--- src/rtl/aud_stat_pkg.sv ---
package aud_stat_pkg;

    localparam int EVT_N     = 5;
    localparam int CSR_W     = 32;
    localparam int DMAEN_BIT = 0;
    localparam int IE_LSB    = 8;
    localparam int FLAG_LSB  = 16;
    localparam int FRST_BIT  = 24;
    localparam int XEN_BIT   = 31;
    localparam int WMARK_IDX = 4;

    typedef logic [EVT_N-1:0] evt_vec_t;
    typedef logic [CSR_W-1:0] csr_word_t;

    typedef struct packed {
        logic     xfer_en;
        logic     dma_en;
        evt_vec_t irq_en;
    } ctrl_t;

    function automatic ctrl_t ctrl_from_word(csr_word_t w);
        ctrl_t c;
        c.xfer_en = w[XEN_BIT];
        c.dma_en  = w[DMAEN_BIT];
        c.irq_en  = w[IE_LSB +: EVT_N];
        return c;
    endfunction

    function automatic csr_word_t csr_pack(ctrl_t c, evt_vec_t flags);
        csr_word_t w;
        w = '0;
        w[XEN_BIT]          = c.xfer_en;
        w[DMAEN_BIT]        = c.dma_en;
        w[IE_LSB +: EVT_N]  = c.irq_en;
        w[FLAG_LSB +: EVT_N] = flags;
        return w;
    endfunction

endpackage

--- src/rtl/evt_flag_bank.sv ---
module evt_flag_bank #(
    parameter int N = 5
) (
    input  logic         clk,
    input  logic         rst,
    input  logic [N-1:0] set_i,
    input  logic [N-1:0] clr_i,
    output logic [N-1:0] flag_q
);

    for (genvar i = 0; i < N; i++) begin : g_flag
        always_ff @(posedge clk) begin
            if (rst)
                flag_q[i] <= 1'b0;
            else if (set_i[i])
                flag_q[i] <= 1'b1;
            else if (clr_i[i])
                flag_q[i] <= 1'b0;
        end
    end


    set_wins_chk: assert property (@(posedge clk) disable iff (rst)
        (|set_i) |=> ((flag_q & $past(set_i)) == $past(set_i)));


    hold_idle_chk: assert property (@(posedge clk) disable iff (rst)
        (set_i == '0 && clr_i == '0) |=> $stable(flag_q));

endmodule

--- src/rtl/evt_irq_merge.sv ---
module evt_irq_merge #(
    parameter int N = 5
) (
    input  logic         clk,
    input  logic         rst,
    input  logic [N-1:0] flag_i,
    input  logic [N-1:0] en_i,
    output logic         irq_o
);

    logic [N-1:0] live;
    assign live = flag_i & en_i;

    always_ff @(posedge clk) begin
        if (rst)
            irq_o <= 1'b0;
        else
            irq_o <= |live;
    end


    irq_quiet_chk: assert property (@(posedge clk) disable iff (rst)
        (live == '0) |=> !irq_o);


    irq_raise_chk: assert property (@(posedge clk) disable iff (rst)
        (live != '0) |=> irq_o);

endmodule

--- src/rtl/evt_ctrl_regs.sv ---
module evt_ctrl_regs
    import aud_stat_pkg::*;
(
    input  logic      clk,
    input  logic      rst,
    input  logic      wr_i,
    input  csr_word_t wdata_i,
    output ctrl_t     ctrl_q,
    output logic      frst_o
);

    always_ff @(posedge clk) begin
        if (rst) begin
            ctrl_q <= '0;
            frst_o <= 1'b0;
        end else begin
            frst_o <= wr_i & wdata_i[FRST_BIT];
            if (wr_i)
                ctrl_q <= ctrl_from_word(wdata_i);
        end
    end


    frst_cause_chk: assert property (@(posedge clk) disable iff (rst)
        !wr_i |=> !frst_o);


    ctrl_hold_chk: assert property (@(posedge clk) disable iff (rst)
        !wr_i |=> $stable(ctrl_q));

endmodule

--- src/rtl/aud_stat_irq_ctrl.sv ---
module aud_stat_irq_ctrl
    import aud_stat_pkg::*;
(
    input  logic        clk,
    input  logic        rst,
    input  logic        csr_wr_i,
    input  logic [31:0] csr_wdata_i,
    output logic [31:0] csr_rdata_o,
    input  logic [4:0]  evt_i,
    input  logic        clk_ok_i,
    output logic        irq_o,
    output logic        fifo_rst_o,
    output logic        dma_req_o,
    output logic        run_o
);

    ctrl_t    ctrl_q;
    evt_vec_t flag_q;
    evt_vec_t clr_req;

    assign clr_req = csr_wr_i ? csr_wdata_i[FLAG_LSB +: EVT_N] : '0;

    evt_ctrl_regs u_ctrl (
        .clk     (clk),
        .rst     (rst),
        .wr_i    (csr_wr_i),
        .wdata_i (csr_wdata_i),
        .ctrl_q  (ctrl_q),
        .frst_o  (fifo_rst_o)
    );

    evt_flag_bank #(.N(EVT_N)) u_flags (
        .clk    (clk),
        .rst    (rst),
        .set_i  (evt_i),
        .clr_i  (clr_req),
        .flag_q (flag_q)
    );

    evt_irq_merge #(.N(EVT_N)) u_irq (
        .clk    (clk),
        .rst    (rst),
        .flag_i (flag_q),
        .en_i   (ctrl_q.irq_en),
        .irq_o  (irq_o)
    );

    assign csr_rdata_o = csr_pack(ctrl_q, flag_q);
    assign run_o       = ctrl_q.xfer_en & clk_ok_i;
    assign dma_req_o   = ctrl_q.dma_en & flag_q[WMARK_IDX];


    run_gate_chk: assert property (@(posedge clk) disable iff (rst)
        run_o |-> clk_ok_i);


    dma_src_chk: assert property (@(posedge clk) disable iff (rst)
        dma_req_o |-> csr_rdata_o[FLAG_LSB + WMARK_IDX]);


    always_comb begin
        if (!rst) begin
            rsvd_zero_chk: assert (csr_rdata_o[FRST_BIT] == 1'b0);
        end
    end

endmodule

--- config.mk ---
export PLATFORM = sky130hd
export DESIGN_NAME = aud_stat_irq_ctrl
export DESIGN_NICKNAME = d
export VERILOG_FILES = /design/src/rtl/aud_stat_pkg.sv /design/src/rtl/evt_flag_bank.sv /design/src/rtl/evt_irq_merge.sv /design/src/rtl/evt_ctrl_regs.sv /design/src/rtl/aud_stat_irq_ctrl.sv
export SDC_FILE = /design/constraint.sdc
export NUM_CORES = 1
export LEC_CHECK = 0
export BUFFER_PORTS_ARGS = -buffer_cell sky130_fd_sc_hd__buf_2
export CORE_UTILIZATION = 29
export DETAILED_ROUTE_END_ITERATION = 12
export PLACE_DENSITY_LB_ADDON = 0.15
export RECOVER_POWER = 50
export REMOVE_ABC_BUFFERS = 1
export SYNTH_ARGS = -nofsm -noshare
export SYNTH_HDL_FRONTEND = slang
export SYNTH_SLANG_ARGS = --single-unit
--- constraint.sdc ---
create_clock -name clk -period 1.1 [get_ports clk]
set_input_delay 0.11 -clock clk [delete_from_list [all_inputs] [get_ports clk]]
set_output_delay 0.11 -clock clk [all_outputs]
set_load 0.01 [all_outputs]
* Word-level counts from Yosys, hierarchy flattened *
Index checks and enable logic that the tools add are counted.

word-level totals
  flip-flop bits (word level) = 14
  input port bits = 41
  logic and storage cells = 31

cells by class
  mux-type cells = 11
  bitwise logic cells = 4
  reductions and logical operators = 6

operators with widths
  operator            count
  1-bit 2-to-1 mux    10
  2-bit nonzero test  5
  5-bit AND           1
  5-bit 2-to-1 mux    1
  5-bit OR reduction  1
  1-bit AND           3

* Longest topological paths before layout *
Gate-level depths: netlist of the first run.

  depth in word-level cells = 3
  gate-level depth with buffers = 3

* Hierarchy *
A second synthesis of the first run with hierarchy kept.

second synthesis, totals
  cells, all modules = 78
  area total of the unflattened synthesis = 695.7 µm²

modules (own cells, without submodules)
  module             times used  cells each  area each (µm²)  seq. area each (µm²)
  evt_ctrl_regs      1           26          280.3            160.2
  aud_stat_irq_ctrl  1           28          197.7            0.0
  evt_flag_bank      1           20          175.2            100.1
  evt_irq_merge      1           4           42.5             20.0

* Worst setup path before layout of the first run *
No wires, ideal clock.

  kind = register to register
  from = register u_flags.flag_q[1]
  to = register u_irq.irq_o
  setup time = 0.130 ns
  arrival time = 0.727 ns
  required time = 0.970 ns
  slack = 0.243 ns
  cell stages (with the launch flop) = 3
  period minus slack after synthesis = 0.857 ns
  path through = dfxtp_1 a222oi_1 a21oi_1

between the ends
  longest elaborated chain between the ends = 2

RTL lines
  what                               RTL line             RTL
  from (decl)                        evt_flag_bank.sv:8   output logic [N-1:0] flag_q
  from (signal, indexed assignment)  evt_flag_bank.sv:14  flag_q[i] <= 1'b0;
  from (signal, indexed assignment)  evt_flag_bank.sv:16  flag_q[i] <= 1'b1;
  from (signal, indexed assignment)  evt_flag_bank.sv:18  flag_q[i] <= 1'b0;
  5-bit AND                          evt_irq_merge.sv:12  assign live = flag_i & en_i;
  5-bit OR reduction                 evt_irq_merge.sv:18  irq_o <= |live;
  to (signal assigned)               evt_irq_merge.sv:18
  to (decl)                          evt_irq_merge.sv:8   output logic irq_o

Every way passes these cells.
A chain may end at the register's enable or synchronous reset.

* Worst setup path in the final report of the first run *
  from = register u_flags.flag_q[4]
  to = output port dma_req_o

between the ends
  longest elaborated chain between the ends = 1

RTL lines
  what       RTL line                 RTL
  1-bit AND  aud_stat_irq_ctrl.sv:50  assign dma_req_o = ctrl_q.dma_en & flag_q[WMARK_IDX];
  to (decl)  aud_stat_irq_ctrl.sv:13  output logic dma_req_o,

Every way passes these cells.

==> key figures, run 1 <==
Timing
  • RSZ-0062 raised after global routing: no
  • Slew margin rel.: 0.5216
  • Period utilisation layout: 0.9034
  • Tmin final: a little under 1 ns
  • Worst slew pin tran: 0.7175 ns
  • Final Max Tran Viols: 0
  • Peak Freq: 1006 MHz
  • Setup TNS: 0 ns
  • Final setup violation count: 0
  • Fin. Hold Viols: 0
  • Clk_skew: roughly 0.0017 ns
  • Fin worst setup slack: 0.1062 ns
  • Hold Slack: between 0.05 and 0.06 ns

Routing
  • Post-Route WL: about 1200 um
  • Routed len/inst: between 9 and 10 um
  • DRT antenna net count: 0
  • Iter 0 DRT Violations: 5
  • Initial DRT Pass Iterations: 6
  • # DRC: 0
  • Via Count: about 530
  • Vias/cell: between 4 and 5

Power
  • Leakage: between 0.4 and 0.5 nW
  • Power Density: 1233 nW/um^2
  • Max IR drop VDD: around 0.85 mV

Die
  • DIE AREA: roughly 2600 um^2
  • Starting Density: 0.3094
  • Row Count: 17
  • Vert. Die Dim: slightly above 50 um
  • Die X-Extent: about 51 um
  • Core Box Area: between 2000 and 2500 um^2
  • Io pins: just under 80

Logic synthesis
  • Cell variety after synth: 16
  • Most area-consuming cells after synthesis: dfxtp_1, buf_4, mux2i_1
  • Sequential share of the synthesized area: 0.4095
  • Synth Cell Area: just under 700 um^2
  • #FFs+latches synth: 14
  • Cell taking the most area after synthesis: dfxtp_1
  • Synth top area share: 0.4095
  • Ys Warns: 0
  • Mapped Cells: 68
  • Syn Area/Cell: 10.06 um^2

Clock network
  • Clk sinks: 14
  • H-tree levels: 1
  • CTS tree: yes
  • Post-CTS Setup Bufs: 0
  • Reg clk slew, reported paths: ~0.070 ns
  • Post-CTS sizing: 0
  • Post-CTS Hold Fix Bufs: 0
  • Clock latency at the later pin of the worst-skew pair: about 0.27 ns
  • CTS Buf Count: 3
  • CTS max path bufs: 2
  • Root Driver: clkbuf_4

Setup path
  • Crit path required time: 0.99 ns
  • Critical Path, Cell by Cell: and2_1 -> buf_2
  • WS Path Type: reg -> out
  • CP max FO: 4
  • Nature of the critical path startpoint: flip-flop
  • CP max stage cell: dfxtp_2
  • Crit path launch: u_flags.flag_q[4]
  • Slowest Stage Delay on Critical Path: between 0.3 and 0.4 ns
  • Crit. End Element: output port
  • R2r startpoint: u_flags.flag_q[1]
  • Worst Path Arrival: between 0.8 and 0.9 ns

Global route
  • Vias in the first global route: 423
  • Total grt overflow: 0
  • Largest net degree at the start of global routing: 15
  • All-Layer GR Usage: 0.1064
  • First-pass GRT wire length: 1938 um
  • Initial antenna violation count: 0

Finish
  • Antenna cells: 0
  • Area grow syn2layout: 20.11%
  • Register area: roughly 280 um^2
  • Fillers: 254
  • Area of the multi-input gates: between 300 and 400 um^2
  • Share of cells above drive strength 1: 0.3905
  • Final std cells w/o fill: 133
  • Nets: 148

Placement
  • Place WS: approximately 0.2 ns
  • Number of port buffers: 37
  • Placed cells: 130
  • Post-DP HPWL: 948.2 um
  • Global placement routability congestion: about 0.64

Hold path
  • Hold Path Origin: evt_i[3]
  • Hold Path Class: in -> reg

Outcome
  • Status: finished, final reports clean

Run
  • Max_cap viols: 0
==> worst max-delay path, delay by kind of cell (launching register included) <==
family                 cells  cell delay [ns]
buffers and inverters      1             0.13
flip-flops                 1             0.34
AND/OR/NAND/NOR            1             0.15
==> final cells by class <==
class	count	area share
Timing Repair Buffer	37	0.2207
Tap cell	28	0.04262
Clock buffer	3	0.02740
Multi-Input combinational cell	51	0.3668
Sequential cell	14	0.3425
==> cells in the mapped netlist <==
| cell | n |
|---|---|
| a21boi_0 | 3 |
| a21boi_2 | 2 |
| a21oi_1 | 1 |
| a222oi_1 | 1 |
| a22oi_1 | 1 |
| and2_1 | 2 |
| buf_2 | 1 |
| buf_4 | 20 |
| buf_6 | 1 |
| conb_1 | 1 |
| dfxtp_1 | 14 |
| mux2i_1 | 7 |
| nand2_1 | 1 |
| nor2_1 | 8 |
| o21ba_1 | 2 |
| o21ba_2 | 3 |
==> stage by stage <==
stage               area, um^2  total power (W)  utilization
global route             822.0         0.001094       0.3716
detailed placement       809.5        0.0007635       0.3660
global placement         809.5        0.0007606       0.3660
floorplan                589.3        0.0006688            -
CTS                      832.0         0.001047       0.3761
finish                   822.0         0.001014       0.3716
==> metal layers <==
layer / track usage / vias to the layer above / share of wire
met5: 0 / - / 0
met4: 0.05556 / 0 / 0.014
met2: 0.1667 / 38 / 0.47
li1: - / 261 / -
met1: 0.1200 / 232 / 0.41
met3: 0.04848 / 2 / 0.10
==> path summary, 6_finish.rpt <==
kind                  endpoint  depth (start not counted)  slack, ns
min          u_flags.flag_q[3]                          2       0.05
max reg2reg        u_irq.irq_o                          2       0.22
min reg2reg   u_ctrl.ctrl_q[5]                          2       0.51
max                  dma_req_o                          2       0.11
==> placed cells by master, fill, tap and decap left out, types with 3 or more instances in the layout <==
master / n
buf_2: 34
conb_1: 20
dfxtp_1: 13
nor2_1: 8
mux2i_1: 7
a21boi_0: 5
o21ba_2: 3
clkbuf_4: 3
clkbuf_1: 3
==> state kept, by name, indices dropped and copies added, names as in the netlist <==
| register | flops |
|---|---|
| u_irq.irq_o | 1 |
| u_ctrl.frst_o | 1 |
| u_flags.flag_q | 5 |
| u_ctrl.ctrl_q | 7 |
==> logic make-up after synthesis <==
group                  Yosys count  synth area share
AO/OA/AOI/OAI                   13            0.1718
buffers and inverters           22            0.2431
flip-flops                      14            0.4095
multiplexers                     7            0.1024
other                            1          0.005479
AND/OR/NAND/NOR                 11           0.06764
==> power by group <==
group | internal [W] | switching, W
sequential | 0.000540 | 0.0000216
combinational | 0.0000837 | 0.0000987
clock | 0.000127 | 0.000143
Note: power is estimated with default switching activity, not from simulation.
==> inputs of run 2 (changes only) <==
--- a/config.mk
+++ b/config.mk
@@ -6,11 +6,13 @@
 export NUM_CORES = 1
 export LEC_CHECK = 0
 export BUFFER_PORTS_ARGS = -buffer_cell sky130_fd_sc_hd__buf_2
+export CORE_MARGIN = 2
 export CORE_UTILIZATION = 29
 export DETAILED_ROUTE_END_ITERATION = 12
 export PLACE_DENSITY_LB_ADDON = 0.15
 export RECOVER_POWER = 50
 export REMOVE_ABC_BUFFERS = 1
+export SLEW_MARGIN = 20
 export SYNTH_ARGS = -nofsm -noshare
 export SYNTH_HDL_FRONTEND = slang
 export SYNTH_SLANG_ARGS = --single-unit
==> run 2 against run 1 <==
Highest routed layer unchanged. Global-route usage is 0.83 points lower. Register-to-register slack worse by 0.04 ns. Critical path depth stayed put. Clock skew is 0.0030 ns higher. First-iteration DRC count is 60% higher. Clock power is 34% higher. Sequential power hardly changed. Die area is 8.1% higher. Combinational power hardly changed. Cell count is 0.75% higher. Critical endpoint unchanged.
==> key figures, run 2 (synthesis gave the netlist of run 1 again) <==
Placement
  • Global placement routability congestion: 0.6180 (was 0.6409)
  • Post-DP HPWL: 977.7 um (was 948.2 um)
  • Placed cells: 130 (unchanged)
  • Number of port buffers: 37 (unchanged)

Clock network
  • CTS max path bufs: 2 (unchanged)
  • CTS Buf Count: 3 (unchanged)
  • Root Driver: clkbuf_4 (unchanged)
  • CTS tree: yes (unchanged)
  • Reg clk slew, reported paths: 0.09 ns (was 0.07 ns)
  • Clock latency at the later pin of the worst-skew pair: 0.28 ns (was 0.27 ns)
  • Clk sinks: 14 (unchanged)
  • Post-CTS Setup Bufs: 0 (unchanged)
  • Post-CTS Hold Fix Bufs: 0 (unchanged)
  • H-tree levels: 1 (unchanged)

Setup path
  • WS Path Type: reg -> out (unchanged)
  • Worst Path Arrival: 0.90 ns (was 0.88 ns)
  • Slowest Stage Delay on Critical Path: 0.34 ns (about the same)
  • Crit path required time: 0.99 ns (about the same)
  • CP max stage cell: dfxtp_2 (unchanged)
  • Nature of the critical path startpoint: flip-flop (unchanged)
  • Crit. End Element: output port (unchanged)
  • Worst path bufs/invs: 1 (unchanged)
  • Critical Path, Cell by Cell: and2_1 -> buf_2 (unchanged)
  • Crit path max-delay family: flip-flops (unchanged)
  • CP max FO: 4 (unchanged)

Routing
  • Post-Route WL: 1288 um (was 1236 um)
  • Initial DRT Pass Iterations: 5 (was 6)
  • Via Count: 529 (was 533)
  • Iter 0 DRT Violations: 8 (was 5)
  • # DRC: 0 (unchanged)
  • DRT antenna net count: 0 (unchanged)
  • Routed len/inst: 9.612 um (was 9.293 um)
  • Vias/cell: 3.948 (was 4.008)

Timing
  • RSZ-0062 raised after global routing: no (unchanged)
  • Fin. Hold Viols: 0 (unchanged)
  • Clk_skew: 0.004666 ns (was 0.001683 ns)
  • Hold Slack: 0.04754 ns (was 0.05435 ns)
  • Final Max Tran Viols: 0 (unchanged)
  • Period utilisation layout: 0.9180 (was 0.9034)
  • Worst slew pin tran: 0.7224 ns (was 0.7175 ns)
  • Tmin final: 1.010 ns (was 0.9938 ns)
  • Final setup violation count: 0 (unchanged)
  • Slew margin rel.: 0.5184 (was 0.5216)
  • Setup TNS: 0 ns (unchanged)
  • Peak Freq: 990.3 MHz (was 1006 MHz)

Outcome
  • Status: finished, final reports clean (unchanged)

Finish
  • Final std cells w/o fill: 134 (was 133)
  • Number of flip-flops under the largest register name: 7 (unchanged)
  • Most frequent cells in the layout: buf_2, conb_1, dfxtp_1 (unchanged)
  • Area grow syn2layout: 22.12% (was 20.11%)
  • Fillers: 259 (was 254)
  • Area of the multi-input gates: 301.5 um^2 (unchanged)
  • Most common cell after layout, fill and taps aside: buf_2 (unchanged)
  • Antenna cells: 0 (unchanged)
  • Share of cells above drive strength 1: 0.3962 (was 0.3905)
  • Regs by FF count: u_ctrl.ctrl_q x7, u_flags.flag_q x5 (unchanged)
  • Layout Utilization: 0.3778 (was 0.3716)
  • Biggest register: u_ctrl.ctrl_q (unchanged)
  • Nets: 148 (unchanged)
  • Register area: 281.5 um^2 (unchanged)

Global route
  • First-pass GRT wire length: 1918 um (was 1938 um)
  • All-Layer GR Usage: 0.09810 (was 0.1064)
  • Met1 usage: 0.1128 (was 0.1200)
  • Largest net degree at the start of global routing: 15 (unchanged)
  • Grt met3 use: 0.02857 (was 0.04848)
  • Met2 Usage GRT: 0.1500 (was 0.1667)
  • Total grt overflow: 0 (unchanged)
  • Vias in the first global route: 455 (was 423)
  • GR peak layer: met2 (unchanged)
  • Initial antenna violation count: 0 (unchanged)

Die
  • Die X-Extent: 52.58 um (was 50.58 um)
  • Io pins: 77 (unchanged)
  • Core Box Area: 2212 um^2 (unchanged)
  • Row Count: 17 (unchanged)
  • Vert. Die Dim: 52.58 um (was 50.58 um)
  • DIE AREA: 2765 um^2 (was 2558 um^2)
  • Starting Density: 0.3094 (unchanged)

Power
  • Max IR drop VDD: 0.6198 mV (was 0.8539 mV)
  • P_sw: 0.0002824 W (was 0.0002638 W)
  • Int Power: 0.0008245 W (was 0.0007499 W)
  • Switching part of the total: 0.2551 (was 0.2602)
  • Sequential share of power: 0.507 (was 0.554)
  • Power Density: 1324 nW/um^2 (was 1233 nW/um^2)
  • Comb pwr share: 0.165 (was 0.180)
  • Clock Power Share: 0.328 (was 0.266)
  • Leakage: 0.4576 nW (was 0.4504 nW)

Hold path
  • Hold Path Class: in -> reg (unchanged)

Run
  • Max_cap viols: 0 (unchanged)
[run 2: what timing repair did]
action	CTS	global route
setup endpoints to repair	0	1
hold endpoints to repair	0	0
resized for setup	0	1
[run 2: path summary, 6_finish.rpt]
check | slack [ns] | cells after the start | endpoint | startpoint
max | 0.09 | 2 | dma_req_o | u_flags.flag_q[4]
min | 0.05 | 2 | u_flags.flag_q[3] | evt_i[3]
max reg2reg | 0.18 | 2 | u_irq.irq_o | u_flags.flag_q[1]
min reg2reg | 0.52 | 2 | u_ctrl.ctrl_q[5] | u_ctrl.ctrl_q[5]
[run 2: metrics by stage]
| stage | power (W) | instance area (um^2) | setup slack (ns) |
|---|---|---|---|
| 3_5_place_dp | 0.0007627 | 809.5 | 0.1854 |
| 5_1_grt | 0.001182 | 835.8 | 0.04092 |
| 6_report | 0.001107 | 835.8 | 0.09019 |
| 2_1_floorplan | 0.0006688 | 589.3 | 0.2429 |
| 4_1_cts | 0.001138 | 845.8 | 0.02857 |
| 3_3_place_gp | 0.0007607 | 809.5 | 0.1871 |
[run 2: layout make-up]
| cell class | count | share of cell area |
|---|---|---|
| well taps | 28 | 0.04192 |
| multi-input cells | 51 | 0.3608 |
| clock buffers | 4 | 0.04341 |
| repair buffers | 37 | 0.2171 |
| flip-flops and latches | 14 | 0.3368 |
[run 2: worst register-to-register path, cell delays in order (launching register included)]
cell and delay, ns:
dfxtp_1 0.33, a222oi_1 0.36, a21oi_1 0.11
[run 2: power by group through the flow]
stage / Combinational, W / Clock [W] / Sequential, W
finish: 0.000183 / 0.000363 / 0.000561
floorplan: 0.0000838 / 0 / 0.000585
CTS: 0.000191 / 0.000386 / 0.000561
global route: 0.000208 / 0.000408 / 0.000565
global placement: 0.000189 / 0 / 0.000572
detailed placement: 0.000190 / 0 / 0.000573
[run 2: metal layers]
layer | share of wire | vias up
met5 | 0 | -
met4 | 0.010 | 0
met3 | 0.10 | 2
met2 | 0.45 | 33
met1 | 0.43 | 232
li1 | - | 262
==> inputs of run 3 (changes only) <==
--- a/config.mk
+++ b/config.mk
@@ -15,4 +15,5 @@
 export SLEW_MARGIN = 20
 export SYNTH_ARGS = -nofsm -noshare
 export SYNTH_HDL_FRONTEND = slang
+export SYNTH_HIERARCHICAL = 1
 export SYNTH_SLANG_ARGS = --single-unit
==> run 3 against run 2 <==
Flip-flop and latch count stayed put. Via count is 4.2% higher. Register-to-register slack better by 0.03 ns. Sequential power hardly changed. First-iteration DRC count is 13% lower. Critical endpoint unchanged. Routed wire length is 0.54% lower. Core utilization is 0.19 points lower. Fmax is 0.28% lower. Die area is 1.5% higher. Clock-buffer cell count is 1 lower. Sequential share of layout area is 0.30 points lower. Largest power group unchanged. Critical path type unchanged. Synthesized cell count is 15% higher.
==> key figures, run 3 <==
Outcome
  • Status: finished, final reports clean (unchanged)

Logic synthesis
  • Syn Area/Cell: 8.919 um^2 (was 10.06 um^2)
  • Sequential share of the synthesized area: 0.4029 (was 0.4095)
  • #FFs+latches synth: 14 (unchanged)
  • Most used DFF post-synth: dfxtp_1 (unchanged)
  • Most frequent cells after synthesis: buf_4, dfxtp_1, nor2_1 (unchanged)
  • Synth Cell Area: 695.7 um^2 (was 684.4 um^2)
  • Cell taking the most area after synthesis: dfxtp_1 (unchanged)
  • Async set-reset flop share out of synthesis: 0 (unchanged)
  • Post-synth EDFFs: 0 (unchanged)
  • Cell variety after synth: 14 (was 16)
  • Synth top area share: 0.4029 (was 0.4095)
  • Ys Warns: 6 (was 0)
  • Mapped Cells: 78 (was 68)
  • Most numerous cell in the Yosys netlist: buf_4 (unchanged)
  • Most area-consuming cells after synthesis: dfxtp_1, buf_4, mux2i_1 (unchanged)

Timing
  • Slew margin rel.: 0.5491 (was 0.5184)
  • Setup TNS: 0 ns (unchanged)
  • Fin. Hold Viols: 0 (unchanged)
  • Final Max Tran Viols: 0 (unchanged)
  • Worst slew pin tran: 0.6763 ns (was 0.7224 ns)
  • Tmin final: 1.013 ns (was 1.010 ns)
  • Final setup violation count: 0 (unchanged)
  • Period utilisation layout: 0.9206 (was 0.9180)
  • RSZ-0062 raised after global routing: no (unchanged)
  • Peak Freq: 987.5 MHz (was 990.3 MHz)
  • Clk_skew: 0.003620 ns (was 0.004666 ns)

Routing
  • Vias/cell: 3.853 (was 3.948)
  • Routed len/inst: 8.958 um (was 9.612 um)
  • Initial DRT Pass Iterations: 4 (was 5)
  • Iter 0 DRT Violations: 7 (was 8)
  • # DRC: 0 (unchanged)
  • Via Count: 551 (was 529)
  • DRT antenna net count: 0 (unchanged)
  • Post-Route WL: 1281 um (was 1288 um)

Finish
  • Most common cell after layout, fill and taps aside: buf_2 (unchanged)
  • Number of flip-flops under the largest register name: 7 (unchanged)
  • Fillers: 258 (was 259)
  • Antenna cells: 0 (unchanged)
  • Area grow syn2layout: 20.68% (was 22.12%)
  • Regs by FF count: u_ctrl/ctrl_q x7, u_flags/flag_q x5 (was u_ctrl.ctrl_q x7, u_flags.flag_q x5)
  • Final std cells w/o fill: 143 (was 134)
  • Biggest register: u_ctrl/ctrl_q (was u_ctrl.ctrl_q)
  • Nets: 158 (was 148)
  • Share of cells above drive strength 1: 0.3217 (was 0.3962)
  • Most frequent cells in the layout: buf_2, conb_1, dfxtp_1 (unchanged)

Power
  • Final Power: 0.001018 W (was 0.001107 W)
  • Power Density: 1213 nW/um^2 (was 1324 nW/um^2)
  • Leakage: 0.4721 nW (was 0.4576 nW)
  • Max IR drop VDD: 0.5766 mV (was 0.6198 mV)

Setup path
  • Nature of the critical path startpoint: flip-flop (unchanged)
  • WS Path Type: reg -> out (unchanged)
  • Critical path depth: 2 (unchanged)
  • CP max stage cell: dfxtp_1 (was dfxtp_2)
  • Critical Path, Cell by Cell: and2_1 -> buf_2 (unchanged)
  • FF-to-FF path depth: 2 (unchanged)
  • R2r startpoint: u_flags/flag_q[3] (was u_flags.flag_q[1])
  • Slowest Stage Delay on Critical Path: 0.38 ns (was 0.34 ns)
  • CP max FO: 4 (unchanged)
  • Crit. End Element: output port (unchanged)
  • Worst Path Arrival: 0.90 ns (about the same)
  • Crit path launch: u_flags/flag_q[4] (was u_flags.flag_q[4])
  • Worst path bufs/invs: 1 (unchanged)
  • Crit path required time: 0.99 ns (about the same)
  • Crit path max-delay family: flip-flops (unchanged)

Clock network
  • CTS Buf Count: 3 (unchanged)
  • Post-CTS sizing: 0 (unchanged)
  • Root Driver: clkbuf_4 (unchanged)
  • CTS tree: yes (unchanged)
  • Reg clk slew, reported paths: 0.08 ns (was 0.09 ns)
  • Clk sinks: 14 (unchanged)
  • CTS max path bufs: 2 (unchanged)
  • Post-CTS Hold Fix Bufs: 0 (unchanged)
  • H-tree levels: 1 (unchanged)
  • Clock latency at the later pin of the worst-skew pair: 0.27 ns (was 0.28 ns)
  • Post-CTS Setup Bufs: 0 (unchanged)

Die
  • Core Box Area: 2233 um^2 (was 2212 um^2)
  • Io pins: 77 (unchanged)
  • Starting Density: 0.3115 (was 0.3094)
  • Die X-Extent: 52.98 um (was 52.58 um)
  • Row Count: 17 (unchanged)
  • Vert. Die Dim: 52.98 um (was 52.58 um)
  • DIE AREA: 2807 um^2 (was 2765 um^2)

Placement
  • Placed cells: 140 (was 130)
  • Number of port buffers: 37 (unchanged)
  • Global placement routability congestion: 0.5929 (was 0.6180)
  • Post-DP HPWL: 986.1 um (was 977.7 um)

Hold path
  • Hold Path Class: in -> reg (unchanged)
  • Hold depth: 3 (was 2)
  • Hold Path Origin: csr_wdata_i[24] (was evt_i[3])

Global route
  • Total grt overflow: 0 (unchanged)
  • Vias in the first global route: 457 (was 455)
  • All-Layer GR Usage: 0.09563 (was 0.09810)
  • Largest net degree at the start of global routing: 15 (unchanged)
  • First-pass GRT wire length: 1883 um (was 1918 um)
  • Initial antenna violation count: 0 (unchanged)

Run
  • Max_cap viols: 0 (unchanged)
run 3: area by class of cell:
type | count | area (um^2) | share of cell area
flip-flops and latches | 14 | 280.3 | 0.3338
repair buffers | 37 | 181.4 | 0.2161
well taps | 28 | 35.03 | 0.04173
clock buffers | 3 | 22.52 | 0.02683
multi-input cells | 56 | 301.5 | 0.3592
inverters | 5 | 18.77 | 0.02235
run 3: final timing paths:
check / end / slack [ns]
worst max-delay path: dma_req_o / 0.09
worst min-delay path: u_ctrl/frst_o / 0.05
worst max register to register: u_irq/irq_o / 0.21
worst min register to register: u_flags/flag_q[2] / 0.49
run 3: worst reg2reg max path, cell delays in order (launching register included):
cell      delay [ns]
dfxtp_1         0.33
a222oi_1        0.34
a21oi_1         0.10
run 3: metal layers:
metal	GRT usage	vias up	wire length [um]
li1	-	281	-
met1	0.1027	235	516
met2	0.1563	35	579
met3	0.05932	0	185
met4	0.02564	0	0
met5	0	-	0
run 3: kinds of logic after synthesis:
group	Yosys count	share of synthesized area
muxes	7	0.1007
buffers and inverters	27	0.2662
AOI/OAI and AO/OA	8	0.06835
DFF	14	0.4029
other	1	0.005391
and+or+nand+nor	21	0.1565
run 3: metrics by stage:
stage | util | hold slack [ns] | instance area (um^2) | setup WS [ns]
global placement | 0.3675 | 0.3330 | 820.8 | 0.2128
global route | 0.3759 | 0.04844 | 839.6 | 0.01027
CTS | 0.3776 | 0.04405 | 843.3 | 0.05830
finish | 0.3759 | 0.05378 | 839.6 | 0.08735
floorplan | - | 0.1791 | 600.6 | 0.2391
detailed placement | 0.3675 | 0.3373 | 820.8 | 0.2158
run 3: power by group:
| group | leakage (nW) | switching, W | internal (W) |
|---|---|---|---|
| sequential | 0.116 | 0.0000216 | 0.000539 |
| combinational | 0.342 | 0.000103 | 0.0000811 |
| clock | 0.0138 | 0.000147 | 0.000127 |
| total | 0.472 | 0.000272 | 0.000747 |
